## src/rtl/hci_irq_pkg.sv

```systemverilog
package hci_irq_pkg;

    localparam int unsigned ADDR_W = 2;

    typedef enum logic [ADDR_W-1:0] {
        REG_STATUS = 2'd0,
        REG_EN_SET = 2'd1,
        REG_EN_CLR = 2'd2,
        REG_SPARE  = 2'd3
    } reg_sel_e;

    typedef enum logic {
        LINE_QUIET  = 1'b0,
        LINE_RAISED = 1'b1
    } line_state_e;

    // Event index to status bit position: the last source sits just below
    // the master-gate bit, the others fill the low bits in order.
    function automatic int unsigned evt_pos(input int unsigned idx,
                                            input int unsigned n_evt,
                                            input int unsigned reg_w);
        return (idx == n_evt - 1) ? (reg_w - 2) : idx;
    endfunction

endpackage

```

## src/rtl/hci_irq_status.sv

```systemverilog
module hci_irq_status
    import hci_irq_pkg::*;
#(
    parameter int unsigned REG_W   = 32,
    parameter int unsigned NUM_EVT = 8
) (
    input  logic               clk,
    input  logic               rst_n,
    input  logic [NUM_EVT-1:0] evt_i,
    input  logic               clr_en_i,
    input  logic [REG_W-1:0]   clr_mask_i,
    output logic [REG_W-1:0]   status_o
);

    function automatic logic [REG_W-1:0] build_mask();
        logic [REG_W-1:0] m;
        m = '0;
        for (int k = 0; k < NUM_EVT; k++) begin
            m[evt_pos(k, NUM_EVT, REG_W)] = 1'b1;
        end
        return m;
    endfunction

    localparam logic [REG_W-1:0] IMPL_MASK = build_mask();

    logic [REG_W-1:0] status_q;
    logic [REG_W-1:0] status_d;
    logic [REG_W-1:0] set_vec;
    logic [REG_W-1:0] clr_vec;

    always_comb begin
        set_vec = '0;
        for (int k = 0; k < NUM_EVT; k++) begin
            set_vec[evt_pos(k, NUM_EVT, REG_W)] = evt_i[k];
        end
    end

    assign clr_vec  = clr_en_i ? clr_mask_i : '0;
    // set term applied after the clear term: a colliding event wins
    assign status_d = ((status_q & ~clr_vec) | set_vec) & IMPL_MASK;

    always_ff @(posedge clk) begin
        if (!rst_n) begin
            status_q <= '0;
        end else begin
            status_q <= status_d;
        end
    end

    assign status_o = status_q;

    AST_EVENT_STICKY: assert property (@(posedge clk) disable iff (!rst_n)
        (|set_vec) |=> ((status_q & $past(set_vec)) == $past(set_vec)));

    AST_W1C_CLEARS: assert property (@(posedge clk) disable iff (!rst_n)
        (clr_en_i && set_vec == '0) |=> ((status_q & $past(clr_mask_i)) == '0));

    AST_W1C_KEEPS: assert property (@(posedge clk) disable iff (!rst_n)
        clr_en_i |=> ((status_q & $past(status_q) & ~$past(clr_mask_i))
                      == ($past(status_q) & ~$past(clr_mask_i))));

    AST_UNPOPULATED_ZERO: assert property (@(posedge clk) disable iff (!rst_n)
        clr_en_i |=> ((status_q & ~$past(set_vec) & ~$past(status_q)) == '0));

endmodule

```

## src/rtl/hci_irq_enable.sv

```systemverilog
module hci_irq_enable #(
    parameter int unsigned REG_W = 32
) (
    input  logic             clk,
    input  logic             rst_n,
    input  logic             set_en_i,
    input  logic             clr_en_i,
    input  logic [REG_W-1:0] wdata_i,
    output logic [REG_W-1:0] en_o
);

    localparam int unsigned      MASTER_BIT = REG_W - 1;
    localparam logic [REG_W-1:0] EN_RESET   = {1'b1, {(REG_W-1){1'b0}}};

    logic [REG_W-1:0] en_q;
    logic [REG_W-1:0] en_d;

    always_comb begin
        en_d = en_q;
        if (set_en_i) begin
            en_d = en_q | wdata_i;
        end else if (clr_en_i) begin
            en_d = en_q & ~wdata_i;
        end
    end

    always_ff @(posedge clk) begin
        if (!rst_n) begin
            en_q <= EN_RESET;
        end else begin
            en_q <= en_d;
        end
    end

    assign en_o = en_q;

    AST_EN_OR_IN: assert property (@(posedge clk) disable iff (!rst_n)
        set_en_i |=> ((en_q & $past(wdata_i)) == $past(wdata_i)));

    AST_EN_KEEP_ON_SET: assert property (@(posedge clk) disable iff (!rst_n)
        set_en_i |=> ((en_q & $past(en_q)) == $past(en_q)));

    AST_EN_CLEAR: assert property (@(posedge clk) disable iff (!rst_n)
        clr_en_i |=> ((en_q & $past(wdata_i)) == '0));

    AST_EN_NO_GROW_ON_CLR: assert property (@(posedge clk) disable iff (!rst_n)
        clr_en_i |=> ((en_q & ~$past(en_q)) == '0));

    AST_MASTER_BIT_IN_RANGE: assert property (@(posedge clk) disable iff (!rst_n)
        (!set_en_i && !clr_en_i) |=> (en_q[MASTER_BIT] == $past(en_q[MASTER_BIT])));

endmodule

```

## src/rtl/hci_irq_line.sv

```systemverilog
module hci_irq_line
    import hci_irq_pkg::*;
(
    input  logic clk,
    input  logic rst_n,
    input  logic pending_i,
    output logic irq_o
);

    line_state_e state_q;
    line_state_e state_d;

    always_ff @(posedge clk) begin
        if (!rst_n) begin
            state_q <= LINE_QUIET;
        end else begin
            state_q <= state_d;
        end
    end

    always_comb begin
        state_d = state_q;
        unique case (state_q)
            LINE_QUIET:  if (pending_i)  state_d = LINE_RAISED; // RAISE
            LINE_RAISED: if (!pending_i) state_d = LINE_QUIET;  // DROP
            default:                     state_d = LINE_QUIET;
        endcase
    end

    always_comb begin
        irq_o = (state_q == LINE_RAISED);
    end

    AST_RISE_AFTER_PENDING: assert property (@(posedge clk) disable iff (!rst_n)
        $rose(irq_o) |-> $past(pending_i));

    AST_FALL_AFTER_IDLE: assert property (@(posedge clk) disable iff (!rst_n)
        $fell(irq_o) |-> !$past(pending_i));

endmodule

```

## src/rtl/hci_irq_agg.sv

```systemverilog
module hci_irq_agg
    import hci_irq_pkg::*;
#(
    parameter int unsigned REG_W   = 32,
    parameter int unsigned NUM_EVT = 8
) (
    input  logic               clk,
    input  logic               rst_n,
    input  logic [NUM_EVT-1:0] evt_i,
    input  logic               reg_wr_i,
    input  logic [ADDR_W-1:0]  reg_addr_i,
    input  logic [REG_W-1:0]   reg_wdata_i,
    output logic [REG_W-1:0]   reg_rdata_o,
    output logic               irq_o
);

    localparam int unsigned MASTER_BIT = REG_W - 1;

    reg_sel_e         sel;
    logic             wr_status;
    logic             wr_en_set;
    logic             wr_en_clr;
    logic [REG_W-1:0] status_q;
    logic [REG_W-1:0] en_q;
    logic             pending;

    assign sel       = reg_sel_e'(reg_addr_i);
    assign wr_status = reg_wr_i && (sel == REG_STATUS);
    assign wr_en_set = reg_wr_i && (sel == REG_EN_SET);
    assign wr_en_clr = reg_wr_i && (sel == REG_EN_CLR);

    hci_irq_status #(
        .REG_W   (REG_W),
        .NUM_EVT (NUM_EVT)
    ) u_status (
        .clk        (clk),
        .rst_n      (rst_n),
        .evt_i      (evt_i),
        .clr_en_i   (wr_status),
        .clr_mask_i (reg_wdata_i),
        .status_o   (status_q)
    );

    hci_irq_enable #(
        .REG_W (REG_W)
    ) u_enable (
        .clk      (clk),
        .rst_n    (rst_n),
        .set_en_i (wr_en_set),
        .clr_en_i (wr_en_clr),
        .wdata_i  (reg_wdata_i),
        .en_o     (en_q)
    );

    assign pending = en_q[MASTER_BIT] && ((status_q & en_q) != '0);

    hci_irq_line u_line (
        .clk       (clk),
        .rst_n     (rst_n),
        .pending_i (pending),
        .irq_o     (irq_o)
    );

    always_comb begin
        reg_rdata_o = '0;
        unique case (sel)
            REG_STATUS: reg_rdata_o = status_q;
            REG_EN_SET: reg_rdata_o = en_q;
            REG_EN_CLR: reg_rdata_o = en_q;
            REG_SPARE:  reg_rdata_o = '0;
            default:    reg_rdata_o = '0;
        endcase
    end

    AST_MASTER_GATES_LINE: assert property (@(posedge clk) disable iff (!rst_n)
        !en_q[MASTER_BIT] |=> !irq_o);

    AST_NO_CAUSE_NO_LINE: assert property (@(posedge clk) disable iff (!rst_n)
        ((status_q & en_q) == '0) |=> !irq_o);

    AST_SPARE_WRITE_INERT: assert property (@(posedge clk) disable iff (!rst_n)
        (reg_wr_i && sel == REG_SPARE) |=> (en_q == $past(en_q)));

endmodule

```

## config.mk

```make
export PLATFORM = sky130hd
export DESIGN_NAME = hci_irq_agg
export DESIGN_NICKNAME = d
export VERILOG_FILES = /design/src/rtl/hci_irq_pkg.sv /design/src/rtl/hci_irq_status.sv /design/src/rtl/hci_irq_enable.sv /design/src/rtl/hci_irq_line.sv /design/src/rtl/hci_irq_agg.sv
export SDC_FILE = /design/constraint.sdc
export NUM_CORES = 1
export LEC_CHECK = 0
export BUFFER_PORTS_ARGS = -buffer_cell sky130_fd_sc_hd__buf_2
export CAP_MARGIN = 10
export CORE_ASPECT_RATIO = 0.8
export CORE_UTILIZATION = 50
export DETAILED_ROUTE_END_ITERATION = 6
export PLACE_DENSITY = 0.86
export SLEW_MARGIN = 20
export SYNTH_ARGS = -nofsm -noshare
export SYNTH_HDL_FRONTEND = slang
export SYNTH_SLANG_ARGS = --single-unit
```

## constraint.sdc

```tcl
create_clock -name clk -period 4.06 [get_ports clk]
set_input_delay 1.015 -clock clk [delete_from_list [all_inputs] [get_ports clk]]
set_output_delay 1.015 -clock clk [all_outputs]
set_load 0.01 [all_outputs]
```

==> results.md, run 1 <==
Run status:
- The run finished with clean final reports.

Floorplan:
- The core area is 0.00420 sq mm.
- The overall die height is 61.4 microns.
- The starting utilization of the core area is between 50% and 60%.
- The width of the die is 76.3 microns.
- The number of core rows is 21.
- 78 I/O pins were placed.
- The floorplan step defined a die boundary enclosing 0.00469 sq mm.

Timing:
- Across the routed clock network, the largest skew measured is 0.00225 ns.
- The actual slew at the worst max-slew pin is just over 0.7 ns.
- The tightest hold margin is between 0.4 and 0.5 ns.
- For the final routed database, the setup TNS stands at 0 ns.
- Setup repair after global routing left no endpoint under its margin.
- The number of max-slew violations in the final report was 0.
- Dividing the final minimum period by the clock period gives 79.2%.
- The final critical path time including I/O delays and setup is 3.22 ns.
- Based on the critical path, the design can be clocked at up to slightly above 300 MHz.
- The final setup violation count is 0.
- Headroom to the max-slew limit came out at 51.7%.
- The number of hold violations in the final report is 0.
- The post-layout worst setup margin is 0.843 ns.

Power and ir drop:
- The sum of internal, switching and leakage power is 822 uW.
- The power per standard cell area is roughly 310 mW/mm^2.
- IR analysis of the VDD net gives a maximum drop of 0.000201 V.
- In this run the static leakage power is roughly 1.1 nW.

Clock network:
- The number of levels the H-tree was split into is 2.
- Once the clock tree was built, the setup fixing pass inserted 0 buffers.
- The TritonCTS buffer count is 5.
- After clock tree synthesis, the flow added hold-fix buffers numbering 0.
- Counting along the longest clock path gives a buffer depth of 2.
- Gates resized during post-CTS repair numbered 0.
- The number of clock sinks is 41.
- The root buffer selected by CTS is sky130_fd_sc_hd__clkbuf_8.
- After clock tree synthesis, the clock-pin slew on the worst setup and hold paths is roughly 0.080 ns.
- The clock latency of the later-clocked register in the worst-skew pair is approximately 0.29 ns.
- TritonCTS built the clock tree.

Yosys:
- The synthesized design contains 0 enable-type register cells.
- The instance count of the mapped netlist is 242.
- For this run, asynchronously set or reset flops after synthesis account for 0%.
- The leading register cell type out of synthesis is sky130_fd_sc_hd__dfxtp_1.
- The leading area contributor after synthesis is sky130_fd_sc_hd__dfxtp_1.
- The yosys synthesis warning count is 0.
- After synthesis, the most frequently instantiated cells are sky130_fd_sc_hd__dfxtp_1 (41), sky130_fd_sc_hd__nand3_1 (41), sky130_fd_sc_hd__a22oi_2 (28), sky130_fd_sc_hd__and2_1 (24), sky130_fd_sc_hd__nor2b_1 (24).
- The number of distinct library cells after synthesis is 20.
- In this run, synthesis produced a sequential element count of 41.
- The average size of a mapped cell is around 9.1 sq um.
- The post-synthesis net count is 290.
- The cell area after technology mapping is 0.00221 sq mm.
- The share of the Yosys chip area taken by registers is 37.2%.
- By area the synthesized netlist is led by sky130_fd_sc_hd__dfxtp_1 (37%), sky130_fd_sc_hd__a22oi_2 (16%), sky130_fd_sc_hd__nand3_1 (9.3%).
- The synthesized design devotes to its leading area cell type 37.2% of total area.

Run:
- Across the run, the number of max-cap violations was 0.

Worst setup path:
- The start-to-end type of the worst setup path is in -> out.
- The worst setup path is captured at an output port.
- The setup check on the worst reg-to-reg path leaves a slack of ~3.2 ns.
- Data arrives at the worst endpoint at 2.20 ns.
- Traced cell by cell, the critical path runs through buf_2 > inv_1 > ha_1 > nand2_1 > o21ai_1 > buf_2.
- The biggest cell delay along the critical path is 0.63 ns.
- The worst reg2reg path endpoint is u_line.irq_o.
- The number of cells on the worst reg-to-reg path is 2.
- Among all stages on the critical path, the largest delay is contributed by sky130_fd_sc_hd__ha_1.
- In this design, the critical path's most frequently occurring cell is sky130_fd_sc_hd__buf_2.
- At the worst endpoint, the required time is 3.04 ns.
- Of all nets on the critical path, the largest fanout is 24.
- The startpoint kind of the worst setup timing path is a primary input.
- The startpoint of the lowest-slack register-to-register path is u_status.status_o[4].

Route:
- The post-detailed-route count of antenna-violating nets is 0.
- The detailed router placed 1980 vias in this run.
- The post-detailed-route via-to-cell ratio is around 5.4.
- The number of remaining DRC errors is 0.
- In the final routed layout, each cell accounts on average for about 13 microns.
- For this block, the routed nets add up to between 4 and 5 mm of wire.
- The initial DRC count is 79.
- The total iterations of the first detailed-routing run is 4.

Place:
- OpenSTA, run right after detailed placement, puts the worst setup slack at about 0.85 ns.
- The HPWL after detailed placement is 3.13 mm.
- The placer congestion estimate is slightly above 0.7.
- The total of buffers placed on input and output ports is 77.

Final layout:
- The number of antenna repair diodes is 0.
- After the last flow step, the layout net total stands at 357.
- Summing all multi-input logic gate instances after layout gives 0.00125 sq mm.
- The flip-flop and latch area is 821 sq um.
- In the final layout, the share of cells above drive strength 1 is 42.3%.
- After filler insertion, the fill cell instance count of the layout stands at between 300 and 400.
- Relative to the synthesized area, the layout overhead comes to 19.4%.

Global routing:
- The pin count of the biggest net entering global routing is between 40 and 50.
- The total overflow left after global routing is 0.
- The number of global-route vias before repair is 1622.
- The wire length of the first global-routing pass is 7.45 mm.
- The number of antenna violations at the first check in global routing is 0.
- The total routing resource utilization after global routing is 20.3%.

Worst hold path:
- The worst hold path was traced through 2 stages.
- The hold path endpoint is u_line.irq_o.
- The classification of the worst-slack hold path is reg -> reg.
-- how the worst max path moves through the flow --
stage	end	cells past startpoint	slack, ns	start
after floorplan	reg_rdata_o[0]	5	1.15	reg_addr_i[0]
after global placement	reg_rdata_o[6]	6	0.90	reg_addr_i[0]
after detailed placement	reg_rdata_o[5]	6	0.85	reg_addr_i[0]
after CTS	reg_rdata_o[5]	6	0.85	reg_addr_i[0]
after global routing	reg_rdata_o[1]	6	0.64	reg_addr_i[1]
final	reg_rdata_o[5]	6	0.84	reg_addr_i[0]
-- stage by stage --
| step | instances | area, sq um | utilization, % |
|---|---|---|---|
| finish | 367 | 2640 | 62.7 |
| global route | 367 | 2640 | 62.7 |
| CTS | 367 | 2640 | 62.7 |
| detailed placement | 359 | 2550 | 60.7 |
| global placement | 359 | 2550 | 60.7 |
| floorplan | 242 | 2210 | - |
-- per-layer routing --
| layer | GRT usage (%) | share of wire (%) | vias to the layer above |
|---|---|---|---|
| li1 | - | - | 975 |
| met1 | 24.0 | 45 | 940 |
| met2 | 36.2 | 48 | 57 |
| met3 | 5.19 | 5.6 | 8 |
| met4 | 9.07 | 1.5 | 0 |
| met5 | 0 | 0 | - |
-- power by group --
group / total (mW) / internal [mW] / switching, mW
sequential: 0.432 / 0.419 / 0.0123
clock: 0.253 / 0.119 / 0.134
combinational: 0.137 / 0.0626 / 0.0747
-- cell families after synthesis --
logic type	after synthesis	share of synthesized area (%)
and+or+nand+nor	124	32.5
AOI/OAI and AO/OA	52	22.3
adders and majority gates	3	1.70
buffers and inverters	22	6.40
DFF	41	37.2
-- cell type report --
cell class	count	share of cell area, %
flip-flops and latches	41	31.1
multi-input cells	179	47.3
repair buffers	80	15.5
clock buffers	6	2.75
inverters	2	0.285
clock inverters	2	0.380
well taps	57	2.71
-- layout by cell type, fill, tap and decap left out, drive strengths merged --
cell	Yosys	final
a21oi	8	8
a22oi	35	35
a41oi	1	1
and2	25	25
buf	12	80
clkbuf	8	6
clkinv	0	2
dfxtp	41	41
ha	3	3
inv	2	2
nand2	19	19
nand3	41	41
nor2b	39	39
o21ai	8	8
-- worst max-delay path: cells and delay by family --
| kind | cells | cell delay [ns] |
|---|---|---|
| adder cells (fa/ha/maj) | 1 | 0.63 |
| buffers and inverters | 3 | 0.34 |
| AND/OR/NAND/NOR | 1 | 0.12 |
| AO/OA/AOI/OAI | 1 | 0.11 |
(Power assumes the default switching activity.)
==> inputs of run 2 (changes only) <==
--- a/config.mk
+++ b/config.mk
@@ -5,12 +5,13 @@
 export SDC_FILE = /design/constraint.sdc
 export NUM_CORES = 1
 export LEC_CHECK = 0
+export ABC_AREA = 1
 export BUFFER_PORTS_ARGS = -buffer_cell sky130_fd_sc_hd__buf_2
 export CAP_MARGIN = 10
 export CORE_ASPECT_RATIO = 0.8
-export CORE_UTILIZATION = 50
+export CORE_UTILIZATION = 44
 export DETAILED_ROUTE_END_ITERATION = 6
-export PLACE_DENSITY = 0.86
+export PLACE_DENSITY = 0.82
 export SLEW_MARGIN = 20
 export SYNTH_ARGS = -nofsm -noshare
 export SYNTH_HDL_FRONTEND = slang
==> constraint.sdc (replaced) <==
create_clock -name clk -period 2.9 [get_ports clk]
set_input_delay 0.725 -clock clk [delete_from_list [all_inputs] [get_ports clk]]
set_output_delay 0.725 -clock clk [all_outputs]
set_load 0.01 [all_outputs]
==> results.md, run 2 <==
Run status:
- Run status: complete, no violations (unchanged).

Yosys:
- The combinational family with the most area after synthesis is simple AND/OR/NAND/NOR gates (unchanged).
- The share of the synthesized netlist area taken by xor and xnor gates was 0% (unchanged).
- The complex-gate fraction of the synthesized area is 15.3% (was 22.3%).
- The adder and majority cell fraction of the synthesized area is 1.81% (was 1.70%).
- The number of flops mapped to enable cells by yosys is 0 (unchanged).
- The fraction of synthesized cell area taken by the top area cell type is 39.5% (was 37.2%).
- The leading area contributor after synthesis is sky130_fd_sc_hd__dfxtp_1 (unchanged).
- By instance count, the leading cell after synthesis is sky130_fd_sc_hd__nand2_1.
- The leading register cell type out of synthesis was sky130_fd_sc_hd__dfxtp_1 (unchanged).
- The area share of and/or/nand/nor cells after synthesis is 29.9% (was 32.5%).
- Largest cells by area after synthesis: sky130_fd_sc_hd__dfxtp_1 (40%), sky130_fd_sc_hd__nand2_1 (18%), sky130_fd_sc_hd__inv_1 (8.0%) (was sky130_fd_sc_hd__dfxtp_1 (37%), sky130_fd_sc_hd__a22oi_2 (16%), sky130_fd_sc_hd__nand3_1 (9.3%)).
- The mux cell area share after synthesis was 0% (unchanged).
- The post-synthesis net count was 357 (was 290).
- The average size of a mapped cell is 6.72 sq um (was 9.13 sq um).
- The number of distinct library cells after synthesis came to 16 (was 20).
- The cell area after technology mapping is 0.00208 sq mm (was 0.00221 sq mm).
- The fraction of registers with async set or reset after synthesis is 0% (unchanged).
- The sequential element share of the synthesized area is 39.5% (was 37.2%).
- Synth top cells by count: sky130_fd_sc_hd__nand2_1 (101), sky130_fd_sc_hd__inv_1 (44), sky130_fd_sc_hd__dfxtp_1 (41), sky130_fd_sc_hd__nand3_1 (33), sky130_fd_sc_hd__a21oi_1 (30) (was sky130_fd_sc_hd__dfxtp_1 (41), sky130_fd_sc_hd__nand3_1 (41), sky130_fd_sc_hd__a22oi_2 (28), sky130_fd_sc_hd__and2_1 (24), sky130_fd_sc_hd__nor2b_1 (24)).
- The yosys synthesis warning count is 0 (unchanged).
- The total of flip-flops plus latches after synthesis came to 41 (unchanged).
- The instance count of the mapped netlist was 309 (was 242).

Global routing:
- The total routing resource utilization after global routing was 21.3% (was 20.3%).
- The wire length of the first global-routing pass is 8.48 mm (was 7.45 mm).
- The total congestion overflow after global routing came to 0 (unchanged).
- The number of global-route vias before repair was 1929 (was 1622).
- The pin count of the biggest net entering global routing is 40 (was 42).
- The number of antenna violations at the first check in global routing is 0 (unchanged).

Timing:
- The relative max-transition margin is 66.9% (was 51.7%).
- The share of the cycle needed by the critical path after routing is 86.4%.
- The actual slew at the worst max-slew pin is 0.496 ns (was 0.724 ns).
- The final setup violation count came to 0 (unchanged).
- The final clock skew is 0.00126 ns (was 0.00225 ns).
- The number of max-slew violations in the final report is 0 (unchanged).
- RSZ-0062 raised after global routing: false (unchanged).
- The accumulated negative setup slack is 0 ns (unchanged).
- Static timing analysis puts the maximum clock frequency at 399 MHz.
- The number of hold violations in the final report is 0 (unchanged).
- The final critical path time including I/O delays and setup is ~2.5 ns.

Clock network:
- The TritonCTS buffer count is 5 (unchanged).
- The root buffer selected by CTS is sky130_fd_sc_hd__clkbuf_8 (unchanged).
- The number of levels the H-tree was split into is 2 (unchanged).
- The number of gates resized after cts is 0 (unchanged).
- The CTS tree is built (unchanged).
- The clock latency of the later-clocked register in the worst-skew pair came to 0.29 ns (about the same).
- The number of clock sinks is 41 (unchanged).
- The setup fix buffers added after clock tree synthesis came to 0 (unchanged).
- The register clock-pin slew on the reported worst setup and hold paths came to 0.08 ns (about the same).
- The post-cts hold buffer count is 0 (unchanged).
- The deepest clock path buffer count is 2 (unchanged).

Floorplan:
- The boundary pin count is 78 (unchanged).
- The number of core rows is 21 (unchanged).
- The core area was 0.00436 sq mm (was 0.00420 sq mm).
- The starting utilization of the core area was 47.6% (was 52.5%).
- The width of the die was 78.8 microns (was 76.3 microns).
- The full die area is 0.00500 sq mm (was 0.00469 sq mm).
- The overall die height is 63.5 microns (was 61.4 microns).

Final layout:
- The number of nets in the layout came to 428 (was 357).
- Highest-count cells in the layout ignoring fill and taps: sky130_fd_sc_hd__nand2_1 (101), sky130_fd_sc_hd__buf_2 (77), sky130_fd_sc_hd__inv_1 (44) (was sky130_fd_sc_hd__buf_2 (77), sky130_fd_sc_hd__nand3_1 (41), sky130_fd_sc_hd__dfxtp_1 (41)).
- The commonest non-fill, non-tap cell in the layout is sky130_fd_sc_hd__nand2_1 (was sky130_fd_sc_hd__buf_2).
- The core utilization of the finished layout is 58.2% (was 62.7%).
- The number of antenna repair diodes is 0 (unchanged).
- The area growth from synthesis to layout was 22.2% (was 19.4%).
- The fraction of layout instances using a drive strength above 1 came to 28.9% (was 42.3%).

Route:
- The initial DRC count came to 173 (was 79).
- The wire length per cell after detailed routing is 11.4 microns (was 12.9 microns).
- The total iterations of the first detailed-routing run was 4 (unchanged).
- The via count was 2109 (was 1980).
- The number of remaining DRC errors is 0 (unchanged).
- The post-detailed-route count of antenna-violating nets is 0 (unchanged).
- The total wire length came to 4.98 mm (was 4.74 mm).
- The post-detailed-route via-to-cell ratio was 4.82 (was 5.40).

Worst hold path:
- The classification of the worst-slack hold path is reg -> reg (unchanged).

Worst setup path:
- The data arrival time at the worst-slack endpoint came to 1.78 ns (was 2.20 ns).
- The worst-path maximum fanout is 32 (was 24).
- The kind of capture point of the worst setup path is an output port (unchanged).
- The data required time of the worst path is 2.17 ns (was 3.04 ns).
- The start-to-end type of the worst setup path is in -> out (unchanged).
- The startpoint of the lowest-slack register-to-register path is u_status.status_o[5] (was u_status.status_o[4]).
- The start point of the critical path is reg_addr_i[0] (unchanged).
- The startpoint kind of the worst setup timing path is a primary input (unchanged).

Power and ir drop:
- The largest vdd supply drop is 0.000258 V (was 0.000201 V).
- The leakage power summed over all cells is 1.38 nW (was 1.06 nW).
- The power per standard cell area was 446 mW/mm^2 (was 312 mW/mm^2).

Run:
- The number of maximum-capacitance constraint violations is 0 (unchanged).

Place:
- The placed wire-length estimate is 3.38 mm (was 3.13 mm).
- The placer congestion estimate is 0.787 (was 0.725).
- The total of buffers placed on input and output ports is 77 (unchanged).
## run 2: cell types whose count changed after synthesis, moves of 10 or more
| cell | change |
|---|---|
| sky130_fd_sc_hd__a21oi_2 | +10 |
| sky130_fd_sc_hd__and2_1 | -24 |
| sky130_fd_sc_hd__a22oi_2 | -28 |
| sky130_fd_sc_hd__nand2_1 | +82 |
| sky130_fd_sc_hd__inv_1 | +42 |
| sky130_fd_sc_hd__nor2b_2 | -15 |
| sky130_fd_sc_hd__nor2b_1 | -24 |
| sky130_fd_sc_hd__nand2_2 | +11 |
| sky130_fd_sc_hd__o21ai_0 | +16 |
| sky130_fd_sc_hd__a21oi_1 | +22 |
## run 2: metal layers
layer  track usage [%]  vias to the layer above  wire length, microns
met3              5.51                        5                   317
met1              27.4                      944                  2370
met4              4.32                        0                    34
met5                 0                        -                     0
li1                  -                     1098                     -
met2              36.1                       62                  2260
## run 2: report_power, final
part | total (mW) | switching (mW) | leakage (nW) | internal (mW)
Clock | 0.360 | 0.193 | 0.0450 | 0.167
Sequential | 0.602 | 0.0148 | 0.335 | 0.587
Combinational | 0.171 | 0.107 | 1.00 | 0.0645
## run 2: cell type report
| class | count | area, sq um |
|---|---|---|
| multi-input combinational | 206 | 976 |
| sequential | 41 | 821 |
| timing repair buffer | 81 | 415 |
| clock buffer | 6 | 72.6 |
| clock inverter | 2 | 10.0 |
| tap | 57 | 71.3 |
| inverter | 45 | 171 |
| fill | 426 | 1820 |
## run 2: worst paths after layout
kind / endpoint / slack (ns) / cells past startpoint
min reg2reg: flop / 0.46 / 2
max reg2reg: u_line.irq_o / 2.13 / 4
min: flop / 0.46 / 2
max: reg_rdata_o[0] / 0.39 / 7
## run 2: per-stage QoR
step                worst slack [ns]  area (sq um)  total power [mW]  hold WS [ns]  cells
floorplan                      0.727          2080             0.717         0.425    309
global placement               0.425          2450             0.782         0.447    430
detailed placement             0.391          2450             0.786         0.452    430
CTS                            0.376          2540              1.14         0.463    438
global route                   0.268          2540              1.19         0.478    438
finish                         0.394          2540              1.13         0.463    438
## run 2: worst max-delay path, stage by stage
cell and delay, ns:
sky130_fd_sc_hd__buf_2 0.10, sky130_fd_sc_hd__inv_1 0.05, sky130_fd_sc_hd__ha_1 0.27, sky130_fd_sc_hd__buf_4 0.32
sky130_fd_sc_hd__nand3_1 0.13, sky130_fd_sc_hd__nand2_1 0.07, sky130_fd_sc_hd__buf_2 0.12
## run 2: kinds of logic (layout without fill, tap and decap cells)
logic type / after synthesis / in the layout
AO/OA/AOI/OAI: 56 / 56
adder cells (fa/ha/maj): 3 / 3
buffers and inverters: 62 / 134
flip-flops: 41 / 41
AND/OR/NAND/NOR: 147 / 147
==> inputs of run 3 (changes only) <==
--- a/config.mk
+++ b/config.mk
@@ -8,9 +8,10 @@
 export ABC_AREA = 1
 export BUFFER_PORTS_ARGS = -buffer_cell sky130_fd_sc_hd__buf_2
 export CAP_MARGIN = 10
-export CORE_ASPECT_RATIO = 0.8
+export CORE_ASPECT_RATIO = 1.25
 export CORE_UTILIZATION = 44
 export DETAILED_ROUTE_END_ITERATION = 6
+export GPL_ROUTABILITY_DRIVEN = 0
 export PLACE_DENSITY = 0.82
 export SLEW_MARGIN = 20
 export SYNTH_ARGS = -nofsm -noshare
==> results.md, run 3 (synthesis results as in run 2) <==
Final layout:
- The commonest non-fill, non-tap cell in the layout is sky130_fd_sc_hd__nand2_1 (unchanged).
- The final instance count without filler cells was 440 (was 438).
- The fraction of layout instances using a drive strength above 1 is 29.1% (was 28.9%).
- The number of nets in the layout came to 429 (was 428).
- The core utilization of the finished layout is 57.7% (was 58.2%).
- Highest-count cells in the layout ignoring fill and taps: sky130_fd_sc_hd__nand2_1 (101), sky130_fd_sc_hd__buf_2 (77), sky130_fd_sc_hd__inv_1 (44) (unchanged).
- The number of antenna repair diodes is 0 (unchanged).
- The area growth from synthesis to layout is 23.8% (was 22.2%).

Clock network:
- The TritonCTS buffer count came to 5 (unchanged).
- The deepest clock path buffer count was 2 (unchanged).
- The number of gates resized after cts was 0 (unchanged).
- The register clock-pin slew on the reported worst setup and hold paths came to 0.07 ns (was 0.08 ns).
- The CTS tree is built (unchanged).
- The root buffer selected by CTS was sky130_fd_sc_hd__clkbuf_8 (unchanged).
- The number of clock sinks is 41 (unchanged).
- The clock latency of the later-clocked register in the worst-skew pair is 0.28 ns (was 0.29 ns).
- The setup fix buffers added after clock tree synthesis was 0 (unchanged).
- The post-cts hold buffer count is 0 (unchanged).
- The number of levels the H-tree was split into came to 2 (unchanged).

Floorplan:
- The number of core rows is 27 (was 21).
- The full die area is 0.00500 sq mm (unchanged).
- The starting utilization of the core area is 46.6% (was 47.6%).
- The overall die height is 78.8 microns (was 63.5 microns).
- The width of the die is 63.5 microns (was 78.8 microns).
- The boundary pin count is 78 (unchanged).
- The core area is 0.00446 sq mm (was 0.00436 sq mm).

Route:
- The via count is 2127 (was 2109).
- The total iterations of the first detailed-routing run is 6 (was 4).
- The number of remaining DRC errors is 0 (unchanged).
- The post-detailed-route count of antenna-violating nets is 0 (unchanged).
- The wire length per cell after detailed routing is 10.9 microns (was 11.4 microns).
- The post-detailed-route via-to-cell ratio is 4.83 (was 4.82).
- The initial DRC count was 82 (was 173).
- The total wire length is 4.78 mm (was 4.98 mm).

Worst setup path:
- The biggest cell delay along the critical path is 0.31 ns (was 0.32 ns).
- The startpoint kind of the worst setup timing path is a primary input (unchanged).
- The worst-path maximum fanout came to 32 (unchanged).
- The library cell contributing the largest single delay on the critical path is sky130_fd_sc_hd__ha_1 (was sky130_fd_sc_hd__buf_4).
- The start-to-end type of the worst setup path is in -> out (unchanged).
- The startpoint of the lowest-slack register-to-register path is u_status.status_o[1] (was u_status.status_o[5]).
- The data required time of the worst path is 2.17 ns (about the same).
- The data arrival time at the worst-slack endpoint is 1.66 ns (was 1.78 ns).
- The dominant delay contributor by cell family on the critical path is buffers and inverters (unchanged).
- The setup slack on the worst flop-to-flop path is 2.17 ns (was 2.13 ns).
- The worst reg2reg path endpoint is u_line.irq_o (unchanged).
- The sum of buffers and inverters on the critical path is 4 (unchanged).
- The kind of capture point of the worst setup path is an output port (unchanged).
- The number of cells on the worst reg-to-reg path is 4 (unchanged).
- Cells traversed along the worst timing path: buf_2 > inv_1 > ha_1 > buf_12 > nand3_1 > nand2_1 > buf_2 (was buf_2 > inv_1 > ha_1 > buf_4 > nand3_1 > nand2_1 > buf_2).
- The most frequent cell on the critical path was sky130_fd_sc_hd__buf_2 (unchanged).

Place:
- The total of buffers placed on input and output ports is 77 (unchanged).
- The placed wire-length estimate is 3.41 mm (was 3.38 mm).
- The total placed cells including tap cells is 432 (was 430).

Global routing:
- The total routing resource utilization after global routing is 20.2% (was 21.3%).
- The total congestion overflow after global routing is 0 (unchanged).
- The wire length of the first global-routing pass is 8.24 mm (was 8.48 mm).
- The number of antenna violations at the first check in global routing is 0 (unchanged).
- The pin count of the biggest net entering global routing is 33 (was 40).
- The number of global-route vias before repair is 1961 (was 1929).

Timing:
- RSZ-0062 raised after global routing: false (unchanged).
- The number of max-slew violations in the final report was 0 (unchanged).
- The relative max-transition margin is 54.9% (was 66.9%).
- The final clock skew is 0.00693 ns (was 0.00126 ns).
- The tightest hold margin is 0.463 ns (about the same).
- The actual slew at the worst max-slew pin came to 0.676 ns (was 0.496 ns).
- The upper clock frequency limit is 419 MHz (was 399 MHz).
- The final setup violation count is 0 (unchanged).
- The share of the cycle needed by the critical path after routing is 82.3% (was 86.4%).
- The final critical path time including I/O delays and setup is 2.39 ns (was 2.51 ns).
- The number of hold violations in the final report was 0 (unchanged).
- The accumulated negative setup slack is 0 ns (unchanged).

Power and ir drop:
- The largest vdd supply drop is 0.000313 V (was 0.000258 V).
- The sum of internal, switching and leakage power is 1.14 mW (was 1.13 mW).
- The leakage power summed over all cells is 1.39 nW (was 1.38 nW).
- The power per standard cell area is 442 mW/mm^2 (was 446 mW/mm^2).

Run:
- The number of maximum-capacitance constraint violations is 0 (unchanged).

Run status:
- Run status: complete, no violations (unchanged).

Worst hold path:
- The number of stages on the worst hold path is 2 (unchanged).
- The classification of the worst-slack hold path is reg -> reg (unchanged).
[run 3: layout make-up]
type | count | area [sq um]
Clock buffer | 6 | 72.6
Inverter | 45 | 171
Timing Repair Buffer | 82 | 448
Tap cell | 58 | 72.6
Sequential cell | 41 | 821
Fill cell | 450 | 1890
Clock inverter | 2 | 10.0
Multi-Input combinational cell | 206 | 976
[run 3: worst min-delay path, stage by stage, from the launching register on]
cell and delay, ns:
sky130_fd_sc_hd__dfxtp_1 0.31, sky130_fd_sc_hd__nand2_1 0.06, sky130_fd_sc_hd__a21oi_1 0.05
[run 3: power by group]
| group | internal, mW | switching [mW] | total (mW) |
|---|---|---|---|
| Combinational | 0.0713 | 0.107 | 0.178 |
| Clock | 0.167 | 0.190 | 0.357 |
| Sequential | 0.587 | 0.0141 | 0.601 |
| Total | 0.825 | 0.310 | 1.14 |
[run 3: worst max path at each step]
stage / start / end / slack [ns] / cells after the start
floorplan: reg_addr_i[0] / reg_rdata_o[0] / 0.73 / 5
global placement: reg_addr_i[0] / reg_rdata_o[5] / 0.54 / 7
detailed placement: reg_addr_i[1] / reg_rdata_o[30] / 0.51 / 7
CTS: reg_addr_i[1] / reg_rdata_o[30] / 0.51 / 7
global route: reg_addr_i[0] / reg_rdata_o[30] / 0.42 / 7
finish: reg_addr_i[0] / reg_rdata_o[30] / 0.51 / 7
[run 3: metrics by stage]
step,setup slack [ns],cell area (sq um)
2_1_floorplan,0.727,2080
3_3_place_gp,0.538,2490
3_5_place_dp,0.508,2490
4_1_cts,0.510,2570
5_1_grt,0.418,2570
6_report,0.512,2570
[run 3: layer usage]
| layer | track usage [%] | vias to the layer above | share of wire (%) |
|---|---|---|---|
| met3 | 4.89 | 2 | 6.5 |
| met1 | 24.7 | 963 | 45 |
| li1 | - | 1101 | - |
| met4 | 4.09 | 0 | 0.42 |
| met5 | 0 | - | 0 |
| met2 | 35.6 | 61 | 48 |
